$ cat config.mk
export PLATFORM = sky130hd
export DESIGN_NAME = par_mem_loader
export DESIGN_NICKNAME = d
export VERILOG_FILES = /design/src/rtl/plm_pkg.sv /design/src/rtl/plm_addr_seq.sv /design/src/rtl/plm_batch_buf.sv /design/src/rtl/plm_blink.sv /design/src/rtl/par_mem_loader.sv
export SDC_FILE = /design/constraint.sdc
export NUM_CORES = 1
export LEC_CHECK = 0
export BUFFER_PORTS_ARGS = -buffer_cell sky130_fd_sc_hd__buf_2
export CORE_MARGIN = 1.5
export CORE_UTILIZATION = 35
export DETAILED_ROUTE_END_ITERATION = 12
export PLACE_DENSITY = 0.6
export SYNTH_ARGS = -nofsm -noshare
export SYNTH_HDL_FRONTEND = slang
export SYNTH_SLANG_ARGS = --single-unit
$ cat constraint.sdc
create_clock -name clk -period 2.7 [get_ports clk]
set_input_delay 0 -clock clk [delete_from_list [all_inputs] [get_ports clk]]
set_output_delay 0 -clock clk [all_outputs]
set_load 0.01 [all_outputs]
$ cat src/rtl/plm_pkg.sv
package plm_pkg;

    localparam int ADDR_W = 14;
    localparam int BYTE_W = 8;
    localparam int LANES  = 8;
    localparam int MAX_SEG = 4;

    typedef enum logic [2:0] {
        ST_IDLE,
        ST_LREQ,
        ST_LGAP,
        ST_PROG,
        ST_VREQ,
        ST_VGAP,
        ST_DONE
    } plm_state_e;

    typedef struct packed {
        logic [ADDR_W-1:0]       base;
        logic [LANES-1:0]        lanes;
        logic [LANES*BYTE_W-1:0] data;
    } plm_batch_t;

    // enables must be a run of ones starting at lane 0
    function automatic logic lanes_from_zero(logic [LANES-1:0] l);
        return (l & (l + LANES'(1))) == '0;
    endfunction

endpackage

$ cat src/rtl/plm_addr_seq.sv
module plm_addr_seq
    import plm_pkg::*;
#(
    parameter int NUM_SEG = 2,
    parameter logic [MAX_SEG-1:0][ADDR_W-1:0] SEG_LO = {14'h0, 14'h0, 14'h040, 14'h010},
    parameter logic [MAX_SEG-1:0][ADDR_W-1:0] SEG_HI = {14'h0, 14'h0, 14'h047, 14'h01C}
) (
    input  logic              clk,
    input  logic              rst,
    input  logic              restart,
    input  logic              advance,
    output logic [ADDR_W-1:0] addr,
    output logic              seg_last,
    output logic              all_last
);
    localparam int SW = $clog2(MAX_SEG);

    logic [SW-1:0] seg;

    assign seg_last = (addr == SEG_HI[seg]);
    assign all_last = seg_last && (seg == SW'(NUM_SEG - 1));

    always_ff @(posedge clk) begin
        if (rst || restart) begin
            seg  <= '0;
            addr <= SEG_LO[0];
        end else if (advance) begin
            if (seg_last) begin
                seg  <= seg + SW'(1);
                addr <= SEG_LO[seg + SW'(1)];
            end else begin
                addr <= addr + ADDR_W'(1);
            end
        end
    end

    p_addr_ascend_r2: assert property (@(posedge clk) disable iff (rst)
        advance && !restart && !all_last |=> addr > $past(addr));

endmodule

$ cat src/rtl/plm_batch_buf.sv
module plm_batch_buf
    import plm_pkg::*;
(
    input  logic              clk,
    input  logic              rst,
    input  logic              clear,
    input  logic              wr,
    input  logic [BYTE_W-1:0] byte_in,
    input  logic [ADDR_W-1:0] addr_in,
    output plm_batch_t        batch,
    output logic              full
);
    localparam int CW = $clog2(LANES + 1);
    localparam int LW = $clog2(LANES);

    logic [CW-1:0] cnt;

    assign full = (cnt == CW'(LANES));

    always_ff @(posedge clk) begin
        if (rst) begin
            cnt   <= '0;
            batch <= '0;
        end else if (clear) begin
            cnt         <= '0;
            batch.lanes <= '0;
        end else if (wr) begin
            if (cnt == '0) batch.base <= addr_in;
            batch.data[cnt[LW-1:0]*BYTE_W +: BYTE_W] <= byte_in;
            batch.lanes[cnt[LW-1:0]] <= 1'b1;
            cnt <= cnt + CW'(1);
        end
    end

    p_no_overflow_r5: assert property (@(posedge clk) disable iff (rst)
        wr |-> !full);

endmodule

$ cat src/rtl/plm_blink.sv
module plm_blink #(
    parameter int HALF = 8333333
) (
    input  logic clk,
    input  logic rst,
    input  logic en,
    output logic out
);
    localparam int BW = $clog2(HALF + 1);

    logic [BW-1:0] cnt;

    always_ff @(posedge clk) begin
        if (rst || !en) begin
            cnt <= '0;
            out <= 1'b0;
        end else if (cnt == BW'(HALF - 1)) begin
            cnt <= '0;
            out <= ~out;
        end else begin
            cnt <= cnt + BW'(1);
        end
    end

    p_blink_hold_r8: assert property (@(posedge clk) disable iff (rst)
        en && $past(en) && (cnt != '0) |-> $stable(out));

endmodule

$ cat src/rtl/par_mem_loader.sv
module par_mem_loader
    import plm_pkg::*;
#(
    parameter int PULSE_SHORT = 250000,
    parameter int PULSE_LONG  = 500000,
    parameter int BLINK_HALF  = 8333333,
    parameter int NUM_SEG     = 2,
    parameter logic [MAX_SEG-1:0][ADDR_W-1:0] SEG_LO = {14'h0, 14'h0, 14'h040, 14'h010},
    parameter logic [MAX_SEG-1:0][ADDR_W-1:0] SEG_HI = {14'h0, 14'h0, 14'h047, 14'h01C}
) (
    input  logic                    clk,
    input  logic                    rst,
    input  logic                    start,
    input  logic                    long_pulse,
    output logic [ADDR_W-1:0]       src_addr,
    output logic                    src_req,
    input  logic                    src_ack,
    input  logic [BYTE_W-1:0]       src_data,
    input  logic [BYTE_W-1:0]       mem_rdata,
    output logic                    prog_strobe,
    output logic [ADDR_W-1:0]       prog_addr,
    output logic [LANES-1:0]        prog_lane_en,
    output logic [LANES*BYTE_W-1:0] prog_data,
    output logic                    busy,
    output logic                    done,
    output logic                    mismatch,
    output logic                    led_green,
    output logic                    led_red
);
    localparam int PMAX = (PULSE_LONG > PULSE_SHORT) ? PULSE_LONG : PULSE_SHORT;
    localparam int PW   = $clog2(PMAX + 1);

    plm_state_e state, nxt;
    logic          ack_q, ack_rise;
    logic [PW-1:0] pcnt, plen;
    logic          pulse_end;
    logic          seq_adv, seq_rst, buf_wr, buf_clr, vfail;
    logic          seg_last, all_last, buf_full;
    logic          loading, blink;
    plm_batch_t    batch;

    plm_addr_seq #(.NUM_SEG(NUM_SEG), .SEG_LO(SEG_LO), .SEG_HI(SEG_HI)) u_seq (
        .clk(clk), .rst(rst), .restart(seq_rst), .advance(seq_adv),
        .addr(src_addr), .seg_last(seg_last), .all_last(all_last));

    plm_batch_buf u_buf (
        .clk(clk), .rst(rst), .clear(buf_clr), .wr(buf_wr),
        .byte_in(src_data), .addr_in(src_addr), .batch(batch), .full(buf_full));

    plm_blink #(.HALF(BLINK_HALF)) u_blink (
        .clk(clk), .rst(rst), .en(loading), .out(blink));

    assign ack_rise  = src_ack && !ack_q;
    assign pulse_end = (pcnt == plen - PW'(1));

    always_comb begin
        nxt     = state;
        seq_adv = 1'b0;
        seq_rst = 1'b0;
        buf_wr  = 1'b0;
        buf_clr = 1'b0;
        vfail   = 1'b0;
        unique case (state)
            ST_IDLE, ST_DONE: if (start) begin
                nxt = ST_LREQ; seq_rst = 1'b1; buf_clr = 1'b1;
            end
            ST_LREQ: if (ack_rise) begin
                buf_wr = 1'b1; nxt = ST_LGAP;
            end
            ST_LGAP: if (!src_ack) begin
                if (buf_full || seg_last) nxt = ST_PROG;
                else begin seq_adv = 1'b1; nxt = ST_LREQ; end
            end
            ST_PROG: if (pulse_end) begin
                buf_clr = 1'b1;
                if (all_last) begin seq_rst = 1'b1; nxt = ST_VREQ; end
                else begin seq_adv = 1'b1; nxt = ST_LREQ; end
            end
            ST_VREQ: if (ack_rise) begin
                vfail = (src_data != mem_rdata); nxt = ST_VGAP;
            end
            ST_VGAP: if (!src_ack) begin
                if (all_last) nxt = ST_DONE;
                else begin seq_adv = 1'b1; nxt = ST_VREQ; end
            end
            default: nxt = ST_IDLE;
        endcase
    end

    always_ff @(posedge clk) begin
        if (rst) begin
            state    <= ST_IDLE;
            ack_q    <= 1'b0;
            pcnt     <= '0;
            plen     <= PW'(PULSE_SHORT);
            mismatch <= 1'b0;
        end else begin
            state <= nxt;
            ack_q <= src_ack;
            pcnt  <= (state == ST_PROG && !pulse_end) ? pcnt + PW'(1) : '0;
            if ((state == ST_IDLE || state == ST_DONE) && start) begin
                mismatch <= 1'b0;
                plen     <= long_pulse ? PW'(PULSE_LONG) : PW'(PULSE_SHORT);
            end else if (vfail) begin
                mismatch <= 1'b1;
            end
        end
    end

    assign loading      = (state == ST_LREQ) || (state == ST_LGAP) || (state == ST_PROG);
    assign src_req      = (state == ST_LREQ) || (state == ST_VREQ);
    assign prog_strobe  = (state == ST_PROG);
    assign prog_addr    = batch.base;
    assign prog_lane_en = batch.lanes;
    assign prog_data    = batch.data;
    assign busy         = (state != ST_IDLE) && (state != ST_DONE);
    assign done         = (state == ST_DONE);
    assign led_green    = loading ? blink : (done && !mismatch);
    assign led_red      = done && mismatch;

    p_no_req_in_pulse_r3: assert property (@(posedge clk) disable iff (rst)
        prog_strobe |-> !src_req);
    p_lanes_from_zero_r6: assert property (@(posedge clk) disable iff (rst)
        prog_strobe |-> (prog_lane_en != '0) && lanes_from_zero(prog_lane_en));
    p_pulse_hold_r7: assert property (@(posedge clk) disable iff (rst)
        prog_strobe && $past(prog_strobe) |->
            $stable(prog_addr) && $stable(prog_lane_en) && $stable(prog_data));
    p_done_excl_r11: assert property (@(posedge clk) disable iff (rst)
        done |-> !busy && !src_req && !prog_strobe);
    p_led_excl_r10: assert property (@(posedge clk) disable iff (rst)
        led_red |-> !led_green && !busy);

endmodule

==> results.txt <==
* Routed length on met2: around 8 mm
* Die Width: about 140 µm
- Number of antenna violations at the first check in global routing: 0
- Net count of the finished layout: approximately 970
- After legalization and detailed placement, the total HPWL measured 11.9 mm.
- STA puts the critical path data arrival time at about 3.1 ns.
- By instance count, the cell type seen most on the critical path is sky130_fd_sc_hd__or4_4.
- After synthesis, the share of flip-flops with an asynchronous set or reset is 0.
- Met1 routed wirelength after detailed routing: approximately 8.0 mm
* Worst setup slack after layout: -0.00961 ns
- For the pin with the worst max-slew slack, the measured transition is approximately 0.79 ns.
* Clock-pin transition on the worst setup and hold timing paths: ~0.06 ns
* Post-Route Skew: between 0.01 and 0.015 ns
- Number of global-route vias before repair: around 5400
- Syn avg cell area: between 9 and 10 µm²
- Of the total power, the share spent switching nets is 0.283.
* Detailed-route vias per instance: roughly 4.8
- Termination of the worst setup path: u_seq.addr[13]
- For this design the top-level I/O count stands at ~130.
* Count of final max-slew check failures: 0
* FF-to-FF Start: plen[14]
- Outcome: finished, violations left
- Synthesized instance count: ~760
- The worst setup path is launched from a flop.
- Worst-path cell with the longest stage delay: sky130_fd_sc_hd__or4_4
* Final antenna diode count: 0
* Netlist area before placement: 6870 µm²
- The final reports fail on negative setup slack.
* Final period util: 1.00
- Fraction of layout instances using a drive strength above 1: 0.250
- Crit Path Max Fanout: 12
- Setup violations remaining at the end of the flow were counted as 5.
* Total negative setup slack: -0.0352 ns
- Peak supply drop: between 400 and 500 µV
* Class of the most critical hold timing path: input pin to flop
- In the final routed layout, each cell accounts on average for 14.0 µm.
* # clock sinks: approximately 160
* Maximum buffer depth of the clock tree: 2
* Final routed wirelength across all metal layers: 17.0 mm
- After detailed routing, the number of remaining DRC violations is 0.
* Largest net degree at the start of global routing: between 70 and 80
- For this run, the share of the core covered by cells in the final layout is 0.461.
* Number of max-cap violations: 0
- The cell sitting at the root of the clock tree is a sky130_fd_sc_hd__clkbuf_16.
- WP buf/inv: 2
* Final Hold Viols: 0
- The critical path in this run is classified as flop to flop.
- Walking the worst path, the cells encountered are inv_4, ha_4, xor2_1, or4_4, a2111oi_4, a21o_4, a31oi_4, buf_12, or4_4, a21oi_2.
* Register-to-Register Path Depth: 10
* Internal: approximately 4.2 mW
- For this run, the number of Yosys warnings is 0.
- Reg-to-reg slack, setup: -0.01 ns
- Share of the yosys chip area belonging to registers: 0.455
* Highest routing layer actually used: met4
* Sequential power share: 0.411
- Clock share of power: 0.421
- The first global-routing pass estimated 27.1 mm of wire.
- Overflow left after global routing: 0
- In this run the tool buffered the top-level ports with ~130 buffer cells.
- For this run, the top clock speed supported by timing is between 0.3 and 0.4 GHz.
- The routed layout has about 5800 vias.
- The analysis attributes to net switching a power of 1.65 mW.
* Leakage power of the design: just under 4 nW
* Filler cell count in the final layout: around 1900
* Number of cells on the worst hold path: 5
- Detailed routing placed a total of ~730 µm of wire on met3.
- For the worst setup path, the data required time is roughly 3.1 ns.
- From synthesis to final layout, the design area changed by 29.9%.
* CTS tree: built
- Clock tree synthesis inserted a total of 17 buffers.
* Number of search-and-repair iterations in the first detailed-routing pass: 6
- After layout, the minimum clock period comes to ~2.7 ns.
- The initial utilization of the core area, before any placement, comes to 0.355.
- The count of nets left with antenna violations once routing finished came out at 0.
- Distinct cell type count after synthesis: 58
* Die footprint: ~20000 µm²
- Stages on the worst setup path: 10
- Origin of the worst setup path: plen[14]
* Worst-case headroom to the max-slew limit: 0.471
* H-Tree Level Count: 4
- Standard cell core area: slightly below 20000 µm²
- Die Ht: around 140 µm
- Longest individual stage delay on the worst path: around 0.56 ns
- Reg2Reg Capture Point: u_seq.addr[13]
- Worst skew pair latency: between 0.4 and 0.5 ns
- Setup repair after global routing could not meet its margin everywhere.
- For this run, the leading register cell type out of synthesis is sky130_fd_sc_hd__dfxtp_1.
- Pwr Density: 656 nW/µm²
- Routability congestion estimate from global placement: ~0.79
- Total Routing Usage GR: 0.167
- Of the total power, combinational logic draws 0.169.
- CP endpoint kind: flop
- Violation count after the first detailed-routing iteration: about 190
- Counting every net in the synthesized netlist gives 790.
- Number of synthesized flops with an enable pin: 0
- In this run, synthesis produced a sequential element count of around 160.
- Broken down by cell family, the worst path's largest delay share belongs to simple AND/OR/NAND/NOR gates.
- After floorplanning, the core was divided into 51 placement rows.
logic make-up (layout without fill, tap and decap cells):
logic type               after synthesis  count (layout)  synth area share
AND/OR/NAND/NOR                      318             318             0.222
buffers and inverters                 55             244            0.0322
XOR/XNOR                              58              58            0.0740
AO/OA/AOI/OAI                         71              71            0.0709
multiplexers                          83              83             0.121
flip-flops                           156             156             0.455
adder cells (fa/ha/maj)               14              14            0.0255
sequential cells by signal (all words and copies together), names as in the netlist:
| name | cells |
|---|---|
| u_buf.batch | 86 |
| u_blink.cnt | 23 |
| pcnt | 19 |
| u_seq.addr | 14 |
| u_buf.cnt | 4 |
| state | 3 |
| plen | 2 |
| u_seq.seg | 2 |
| ack_q | 1 |
| mismatch | 1 |
| u_blink.out | 1 |
layer usage:
| layer | global-route usage | up-vias |
|---|---|---|
| met3 | 0.0446 | 18 |
| met2 | 0.267 | 97 |
| li1 | - | 2938 |
| met1 | 0.217 | 2705 |
| met5 | 0 | - |
| met4 | 0.0537 | 0 |
worst min-delay path: stages:
cell and delay [ns]:
sky130_fd_sc_hd__buf_2 0.14, sky130_fd_sc_hd__nand2b_1 0.10, sky130_fd_sc_hd__nor2_1 0.10, sky130_fd_sc_hd__a41o_1 0.16, sky130_fd_sc_hd__and2_1 0.11
placed cells by master (no fill, tap or decap), types with 21 or more instances in the layout:
master,n
sky130_fd_sc_hd__a21oi_1,24
sky130_fd_sc_hd__buf_2,127
sky130_fd_sc_hd__buf_4,45
sky130_fd_sc_hd__dfxtp_1,153
sky130_fd_sc_hd__inv_1,21
sky130_fd_sc_hd__mux2i_1,83
sky130_fd_sc_hd__nand2_1,32
sky130_fd_sc_hd__nand3_1,25
sky130_fd_sc_hd__nor2_1,165
sky130_fd_sc_hd__xor2_1,38
power groups by stage:
stage,clock [mW],sequential [mW],combinational [mW]
CTS,2.53,2.40,0.985
global route,2.62,2.41,1.09
global placement,0,2.45,0.924
floorplan,0,2.45,0.608
detailed placement,0,2.45,0.925
finish,2.46,2.40,0.989
stage by stage:
step | setup slack, ns | cell area, µm² | hold slack, ns | instances | total power, mW
finish | -0.00961 | 8920 | 0.230 | 1209 | 5.86
global route | -0.0755 | 8920 | 0.310 | 1209 | 6.12
CTS | -0.00571 | 8870 | 0.205 | 1208 | 5.91
detailed placement | -0.0791 | 8070 | 0.268 | 1159 | 3.38
global placement | -0.0289 | 8070 | 0.267 | 1159 | 3.38
floorplan | 0.0122 | 6880 | 0.140 | 755 | 3.06
synthesized netlist by cell type, drive strengths merged (6+ instances only):
cell | count | share of area
o21ai | 13 | 0.0095
and3 | 12 | 0.011
nand2 | 32 | 0.017
nor4 | 9 | 0.0091
or4 | 11 | 0.013
nand4 | 13 | 0.012
nand3 | 25 | 0.018
and2 | 11 | 0.010
or3 | 8 | 0.0073
ha | 14 | 0.026
xnor2 | 20 | 0.026
a21oi | 29 | 0.022
nand2b | 7 | 0.0064
buf | 6 | 0.0053
inv | 23 | 0.013
dfxtp | 156 | 0.45
nor2 | 165 | 0.090
nor3 | 11 | 0.010
xor2 | 38 | 0.048
mux2i | 83 | 0.12
o31ai | 7 | 0.0077
clkbuf | 26 | 0.014
area by class of cell:
| class | count | area, µm² | area share |
|---|---|---|---|
| Clock inverter | 14 | 169 | 0.0189 |
| Multi-Input combinational cell | 544 | 3600 | 0.404 |
| Sequential cell | 156 | 3130 | 0.350 |
| Timing Repair Buffer | 189 | 1160 | 0.130 |
| Tap cell | 265 | 332 | 0.0372 |
| Inverter | 23 | 91.3 | 0.0102 |
| Clock buffer | 18 | 439 | 0.0492 |
worst min path at each step:
stage               endpoint  slack (ns)       start
global placement    plen[13]        0.27  long_pulse
finish              mismatch        0.23     src_ack
global route        mismatch        0.31     src_ack
CTS                 mismatch        0.20     src_ack
detailed placement  plen[13]        0.27  long_pulse
floorplan           plen[13]        0.14  long_pulse
repair_timing:
| action | CTS | global route |
|---|---|---|
| hold buffers | 15 | 0 |
| buffers inserted | 2 | 1 |
| endpoints found under the hold margin | 47 | 0 |
| pin swaps | 8 | 0 |
| gates resized for setup | 6 | 11 |
| setup endpoints to repair | 12 | 14 |
Note: power is estimated with default switching activity, not from simulation.
